File: src/rtl/pump_seq_pkg.sv
package pump_seq_pkg;
  typedef enum logic [1:0] {
    SEQ_OFF     = 2'd0,
    SEQ_ACTIVE  = 2'd1,
    SEQ_TRIPPED = 2'd2
  } seq_state_e;
endpackage

File: src/rtl/oc_sync.sv
module oc_sync #(
  parameter int unsigned WIDTH  = 2,
  parameter int unsigned STAGES = 2
) (
  input  logic             clk_i,
  input  logic             rst_ni,
  input  logic [WIDTH-1:0] async_i,
  output logic [WIDTH-1:0] sync_o
);
  for (genvar b = 0; b < WIDTH; b++) begin : g_bit
    logic [STAGES-1:0] chain_q;
    always_ff @(posedge clk_i or negedge rst_ni) begin
      if (!rst_ni) chain_q <= '0;
      else         chain_q <= {chain_q[STAGES-2:0], async_i[b]};
    end
    assign sync_o[b] = chain_q[STAGES-1];
  end
endmodule

File: src/rtl/seq_timer.sv
module seq_timer #(
  parameter int unsigned START_TICKS = 18800,
  parameter int unsigned MASK_TICKS  = 36000,
  localparam int unsigned CW = $clog2(MASK_TICKS + 1)
) (
  input  logic clk_i,
  input  logic rst_ni,
  input  logic run_i,
  output logic start_done_o,
  output logic mask_done_o
);
  localparam logic [CW-1:0] START_V = CW'(START_TICKS);
  localparam logic [CW-1:0] MASK_V  = CW'(MASK_TICKS);

  logic [CW-1:0] cnt_q;

  always_ff @(posedge clk_i or negedge rst_ni) begin
    if (!rst_ni)              cnt_q <= '0;
    else if (!run_i)          cnt_q <= '0;
    else if (cnt_q != MASK_V) cnt_q <= cnt_q + 1'b1;
  end

  assign start_done_o = run_i && (cnt_q >= START_V);
  assign mask_done_o  = run_i && (cnt_q >= MASK_V);
endmodule

File: src/rtl/seq_ctrl.sv
module seq_ctrl
  import pump_seq_pkg::*;
(
  input  logic clk_i,
  input  logic rst_ni,
  input  logic en_i,
  input  logic oc_any_i,
  input  logic mask_done_i,
  output logic active_o,
  output logic tripped_o
);
  seq_state_e state_q, state_d;

  always_comb begin
    state_d = state_q;
    if (!en_i) state_d = SEQ_OFF;
    else begin
      unique case (state_q)
        SEQ_OFF:     state_d = SEQ_ACTIVE;
        SEQ_ACTIVE:  if (mask_done_i && oc_any_i) state_d = SEQ_TRIPPED;
        SEQ_TRIPPED: state_d = SEQ_TRIPPED;
        default:     state_d = SEQ_OFF;
      endcase
    end
  end

  always_ff @(posedge clk_i or negedge rst_ni) begin
    if (!rst_ni) state_q <= SEQ_OFF;
    else         state_q <= state_d;
  end

  assign active_o  = (state_q == SEQ_ACTIVE);
  assign tripped_o = (state_q == SEQ_TRIPPED);
endmodule

File: src/rtl/pump_start_seq.sv
module pump_start_seq #(
  parameter int unsigned START_TICKS = 18800,
  parameter int unsigned MASK_TICKS  = 36000,
  parameter int unsigned SYNC_STAGES = 2
) (
  input  logic clk_i,
  input  logic rst_ni,
  input  logic en_i,
  input  logic oc_pos_i,
  input  logic oc_neg_i,
  output logic pump_run_o,
  output logic reg_start_o,
  output logic fault_o
);
  localparam int unsigned N_RAILS = 2;

  logic [N_RAILS-1:0] oc_sync;
  logic active, tripped, start_done, mask_done;

  oc_sync #(.WIDTH(N_RAILS), .STAGES(SYNC_STAGES)) u_sync (
    .clk_i   (clk_i),
    .rst_ni  (rst_ni),
    .async_i ({oc_neg_i, oc_pos_i}),
    .sync_o  (oc_sync)
  );

  seq_timer #(.START_TICKS(START_TICKS), .MASK_TICKS(MASK_TICKS)) u_timer (
    .clk_i        (clk_i),
    .rst_ni       (rst_ni),
    .run_i        (active),
    .start_done_o (start_done),
    .mask_done_o  (mask_done)
  );

  seq_ctrl u_ctrl (
    .clk_i       (clk_i),
    .rst_ni      (rst_ni),
    .en_i        (en_i),
    .oc_any_i    (|oc_sync),
    .mask_done_i (mask_done),
    .active_o    (active),
    .tripped_o   (tripped)
  );

  assign pump_run_o  = active;
  assign reg_start_o = start_done;
  assign fault_o     = tripped;
endmodule

File: config.mk
export PLATFORM = sky130hd
export DESIGN_NAME = pump_start_seq
export DESIGN_NICKNAME = d
export VERILOG_FILES = /design/src/rtl/pump_seq_pkg.sv /design/src/rtl/oc_sync.sv /design/src/rtl/seq_timer.sv /design/src/rtl/seq_ctrl.sv /design/src/rtl/pump_start_seq.sv
export SDC_FILE = /design/constraint.sdc
export NUM_CORES = 1
export LEC_CHECK = 0
export ABC_AREA = 1
export BUFFER_PORTS_ARGS = -buffer_cell sky130_fd_sc_hd__buf_2
export CAP_MARGIN = 20
export CORE_ASPECT_RATIO = 0.9
export CORE_UTILIZATION = 45
export CTS_BUF_LIST = sky130_fd_sc_hd__clkbuf_4
export DETAILED_ROUTE_END_ITERATION = 12
export GPL_TIMING_DRIVEN = 0
export PLACE_DENSITY = 0.66
export SLEW_MARGIN = 20
export SYNTH_ARGS = -nofsm -noshare
export SYNTH_HDL_FRONTEND = slang
export SYNTH_SLANG_ARGS = --single-unit
File: constraint.sdc
create_clock -name clk_i -period 1.3 [get_ports clk_i]
set_input_delay 0.325 -clock clk_i [delete_from_list [all_inputs] [get_ports clk_i]]
set_output_delay 0.325 -clock clk_i [all_outputs]
set_load 0.01 [all_outputs]
## Word level (Yosys, flattened, before mapping)

Index checks and enable logic that the tools add are counted.
W data, S select, Z words.

| storage, ports and cells | value |
|---|---|
| output and inout bits | 3 |
| logic and storage cells | 22 |
| bits in registers | 22 |
| bits of input ports | 5 |

| operators by class | value |
|---|---|
| order comparisons | 2 |
| eq/ne operators | 5 |
| add/subtract/negate cells | 1 |
| mux-type cells | 5 |
| reduce and logical (&&, ||, !) cells | 5 |

Operator list:

| cell | number |
|---|---|
| $mux W16 | 2 |
| $add A16 B1 Y16 const B | 1 |
| $ge A16 B15 Y1 const B | 1 |
| $ge A16 B16 Y1 const B | 1 |
| $ne A16 B16 Y1 const B | 1 |
| $pmux W2 S3 | 1 |
| $mux W2 | 2 |
| $logic_and A1 B1 Y1 | 3 |
| $ne A3 B2 Y1 const B | 1 |
| $eq A2 B1 Y1 const B | 1 |
| $eq A2 B2 Y1 const B | 1 |
| $logic_not A2 Y1 | 1 |
| $ne A2 B2 Y1 const B | 1 |
| $reduce_or A2 Y1 | 1 |

## Logic depth before layout (Yosys ltp)

| depth | value |
|---|---|
| word-level depth | 6 |
| gate-level depth with buffers | 10 |

## By module

A second synthesis with hierarchy kept.

| unflattened totals | value |
|---|---|
| cell total of the unflattened synthesis | 177 |
| area total of the unflattened synthesis | 1290.0 µm² |

Modules (own cells, without submodules):

| module | area an instance (µm²) | cells an instance | instances |
|---|---|---|---|
| seq_timer | 1003.5 | 147 | 1 |
| seq_ctrl | 160.2 | 21 | 1 |
| oc_sync | 115.1 | 6 | 1 |
| pump_start_seq | 11.3 | 3 | 1 |

## Worst setup path after synthesis

Ideal clock, no wire load.

| timing path | value |
|---|---|
| path kind | flip-flop to output port |
| from | register u_ctrl.state_q[1] |
| to | output reg_start_o |
| path slack | -0.128 ns |
| stages on the path, launching flop included | 6 |
| buffers on the path | 1 |
| data arrival time | 1.103 ns |
| cells stage by stage | dfrtp_1 inv_1 ha_1 buf_2 inv_1 a21oi_1 |

| on the way | value |
|---|---|
| word-level cells in the longest chain between the ends | 2 |

Ends and longest elaborated chain:

| what | line | text |
|---|---|---|
| start: declaration | seq_ctrl.sv:12 | `seq_state_e state_q, state_d;` |
| start signal: assignment | seq_ctrl.sv:29 | `else state_q <= state_d;` |
| $eq A2 B1 Y1 | seq_ctrl.sv:32 | `assign active_o = (state_q == SEQ_ACTIVE);` |
| via pump_run_o | pump_start_seq.sv:11 | `output logic pump_run_o,` |
| $logic_and A1 B1 Y1 | seq_timer.sv:23 | `assign start_done_o = run_i && (cnt_q >= START_V);` |
| end: declaration | pump_start_seq.sv:12 | `output logic reg_start_o,` |

The timed path passes the listed nets, and every way through them passes these cells.

## Worst setup path in the final report

| timing path | value |
|---|---|
| from | register u_timer.cnt_q[8] |
| to | output reg_start_o |

| on the way | value |
|---|---|
| word-level cells in the longest chain between the ends | 2 |

Ends and longest elaborated chain:

| what | line | text |
|---|---|---|
| start: declaration | seq_timer.sv:15 | `logic [CW-1:0] cnt_q;` |
| start signal: assignment | seq_timer.sv:20 | `else if (cnt_q != MASK_V) cnt_q <= cnt_q + 1'b1;` |
| $ge A16 B15 Y1 | seq_timer.sv:23 |  |
| $logic_and A1 B1 Y1 | seq_timer.sv:23 |  |

No other way between the ends.

==> results.md <==
- Synthesized area: 1240 um^2
- Post-synthesis sequential area ratio: 44.3%
- DR vias/cell: 5.40
- Std cell rows: 17
- Core Region: 2530 um^2
- Routed wire length: 3.04 mm
- Final setup fails: 12
- Area leader, netlist: dfrtp_1
- H-tree Lvls: 1
- VDD IR max: 1.01 mV
- Antenna cells: 0
- Post-synthesis register bit count: 22
- Sw Share: 32.3%
- PortBufs: 7
- Clock transition at path regs: 130 ps
- Maximum number of pins on one net before global-route repair: 23
- Worst slew pin tran: 499 ps
- Max-slew headroom at the worst pin: 66.8%
- Die footprint: 2980 um^2
- Die Wd: 57.4 um
- First-pass GRT wire length: 4.49 mm
- Dpl hpwl: 1.88 mm
- Total track usage: 20.2%
- Critical path class: reg -> out
- Drt pass-1 iters: 4
- Via Count: 1150
- CP max FO: 4
- Area Overhead vs Synth: 44.4%
- Post-route setup slack: -488 ps
- Final Max Tran Viols: 0
- Antenna violations before repair: 0
- Top cells by count, synth: nand2_1, dfrtp_1, inv_1
- Combinational share of power: 38.7%
- Clock latency on the worst-skew pair: 330 ps
- Post-synth ARST share: 100%
- Grt total ovfl: 0
- Final worst path period share: 138%
- Failing checks: setup timing
- Die height: 51.9 um
- Per-cell routed wire length: 14.3 um
- Largest cells by area after synthesis: dfrtp_1, nand2_1, inv_1
- Reg area: 557 um^2
- Root buffer cell: clkbuf_4
- Setup TNS: -1050 ps
- Clk buf depth: 2
- CP Launch Type: register
- Synth cell types: 26
- Max frequency: 559 MHz
- Vias in the first global route: 992
- DP Worst Slack: -216 ps
- Leakage Power: 0.759 nW
- # IOs: 8
- Fill count: 192
- Final antenna-violating net count: 0
- Syn Area/Cell: 8.17 um^2
- Final Hold Viols: 0
- Fraction of layout cells with a size suffix above 1: 50.8%
- WP data arrival: 1460 ps
- Remaining DRCs: 0
- Critical Path RT: 980 ps
- Maxcap violations: 0
- Hold Slack: 95.9 ps
- Clk_skew: 7.94 ps
- Initial core utilization: 49.1%
- DR iter-0 viols: 41
- Sequential power share: 36.5%
- Multi-input combinational cell area: 800 um^2
- Count leader, synth: nand2_1
- TritonCTS clock tree: yes
- CP Capture Type: output pin
- Crit-path slowest cell: dfrtp_1
- GPL Wtd Cong: 0.821
- Int Pwr: 1.48 mW
- Tmin final: 1790 ps
- RSZ-0062 raised after global routing: true
- Cell Chain, Critical Path: inv_2, nor4_4, nand3_2, a21oi_2, buf_2
- Crit-path max cell delay: 400 ps
- EDFF count, synth: 0
- PD cells: 1220 nW/um^2
- Post-synthesis net count: 162
- Synth top area share: 44.3%
- Cts bufs inserted: 3
- Synth warn: 0
- Clk network pwr share: 24.8%
- Status: finished, violations left
- Nets: 196
- Top_reg_cell synth: dfrtp_1
- Worst min-delay path class: in -> reg
- Clock tree sinks: 22
- Net Sw Power: 0.706 mW
- Gate Count Post-Synth: 152
[cells by family (layout without fill, tap and decap cells)]
| kind of cell | Yosys count | after routing | share of synthesized area, % |
|---|---|---|---|
| buffers and inverters | 25 | 58 | 7.85 |
| flip-flops | 22 | 22 | 44.3 |
| adder cells (fa/ha/maj) | 5 | 5 | 5.04 |
| AND/OR/NAND/NOR | 75 | 75 | 30.7 |
| AO/OA/AOI/OAI | 22 | 22 | 9.97 |
| XOR/XNOR | 3 | 3 | 2.12 |
[cells in the final DEF (no fill, tap or decap), types with 2 or more instances in the layout]
| cell type | Yosys | layout |
|---|---|---|
| a21oi_1 | 8 | 7 |
| buf_2 | 2 | 5 |
| buf_4 | 0 | 15 |
| buf_6 | 0 | 10 |
| clkbuf_4 | 0 | 3 |
| dfrtp_1 | 22 | 17 |
| dfrtp_2 | 0 | 5 |
| ha_4 | 0 | 4 |
| inv_1 | 19 | 10 |
| inv_2 | 3 | 11 |
| nand2_1 | 24 | 19 |
| nand2_2 | 4 | 8 |
| nand3_1 | 13 | 7 |
| nand3_2 | 3 | 5 |
| nand3_4 | 0 | 4 |
| nand4_1 | 3 | 3 |
| nor2_1 | 13 | 10 |
| nor2_2 | 1 | 2 |
| nor2_4 | 2 | 4 |
| nor3_1 | 6 | 4 |
| nor3_2 | 2 | 2 |
| nor3_4 | 0 | 2 |
| o21ai_1 | 4 | 7 |
| o21ai_2 | 1 | 3 |
| xor2_1 | 3 | 3 |
[registers in the layout, indices dropped and copies added, names as in the netlist]
signal                flops
u_timer.cnt_q            16
u_sync.g_bit.chain_q      4
u_ctrl.state_q            2
[power by group through the flow]
stage          Sequential (mW)  Clock [mW]  Combinational (mW)
3_3_place_gp             0.796           0               0.402
6_report                 0.800       0.542               0.847
3_5_place_dp             0.799           0               0.423
5_1_grt                  0.807       0.581               0.926
4_1_cts                  0.778       0.550               0.617
2_1_floorplan            0.790           0               0.307
[layer usage]
metal  track usage [%]  part of all wire [%]  vias up
met5                 0                     0        -
met4              3.66                  0.76        0
met3              4.48                   4.4        3
met2              33.7                    52       36
met1              27.1                    43      548
li1                  -                     -      563
[cell type report]
cell class	count	area share [%]
Multi-Input combinational cell	105	44.6
Sequential cell	22	31.0
Timing Repair Buffer	29	13.2
Inverter	23	5.02
Tap cell	28	1.95
Clock inverter	1	1.67
Clock buffer	3	1.26
Buffer	2	1.26
[critical path: cells and delay by family, from the launching register on]
kind                   cells  cell delay (ps)
DFF                        1              400
buffers and inverters      2              210
and+or+nand+nor            2              380
AOI/OAI and AO/OA          1              140
[repair_timing]
item | CTS | global route
hold endpoints to repair | 22 | 0
setup endpoints to repair | 14 | 19
gates resized for setup | 19 | 51
cloned | 0 | 0
pin swaps | 7 | 18
hold buffers | 1 | 0
setup buffers | 11 | 12
[stage by stage]
stage / area (um^2) / utilization (%) / total power, mW / instances
floorplan: 1270 / - / 1.10 / 152
global placement: 1340 / 52.9 / 1.20 / 187
detailed placement: 1340 / 52.9 / 1.22 / 187
CTS: 1540 / 60.9 / 1.94 / 203
global route: 1790 / 70.9 / 2.31 / 213
finish: 1790 / 70.9 / 2.19 / 213
[worst paths after layout]
kind	from	end	slack, ps	depth (start not counted)
setup / recovery	u_timer.cnt_q[8]	reg_start_o	-490	5
max in group asynchronous	rst_ni	u_timer.cnt_q[0]	460	2
hold / removal	oc_neg_i	u_sync.g_bit[1].chain_q[0]	100	1
setup reg to reg	u_timer.cnt_q[1]	u_timer.cnt_q[0]	-50	7
min in group asynchronous	rst_ni	u_timer.cnt_q[11]	470	2
hold reg to reg	u_sync.g_bit[1].chain_q[0]	u_sync.g_bit[1].chain_q[1]	370	0
(Power assumes the default switching activity.)
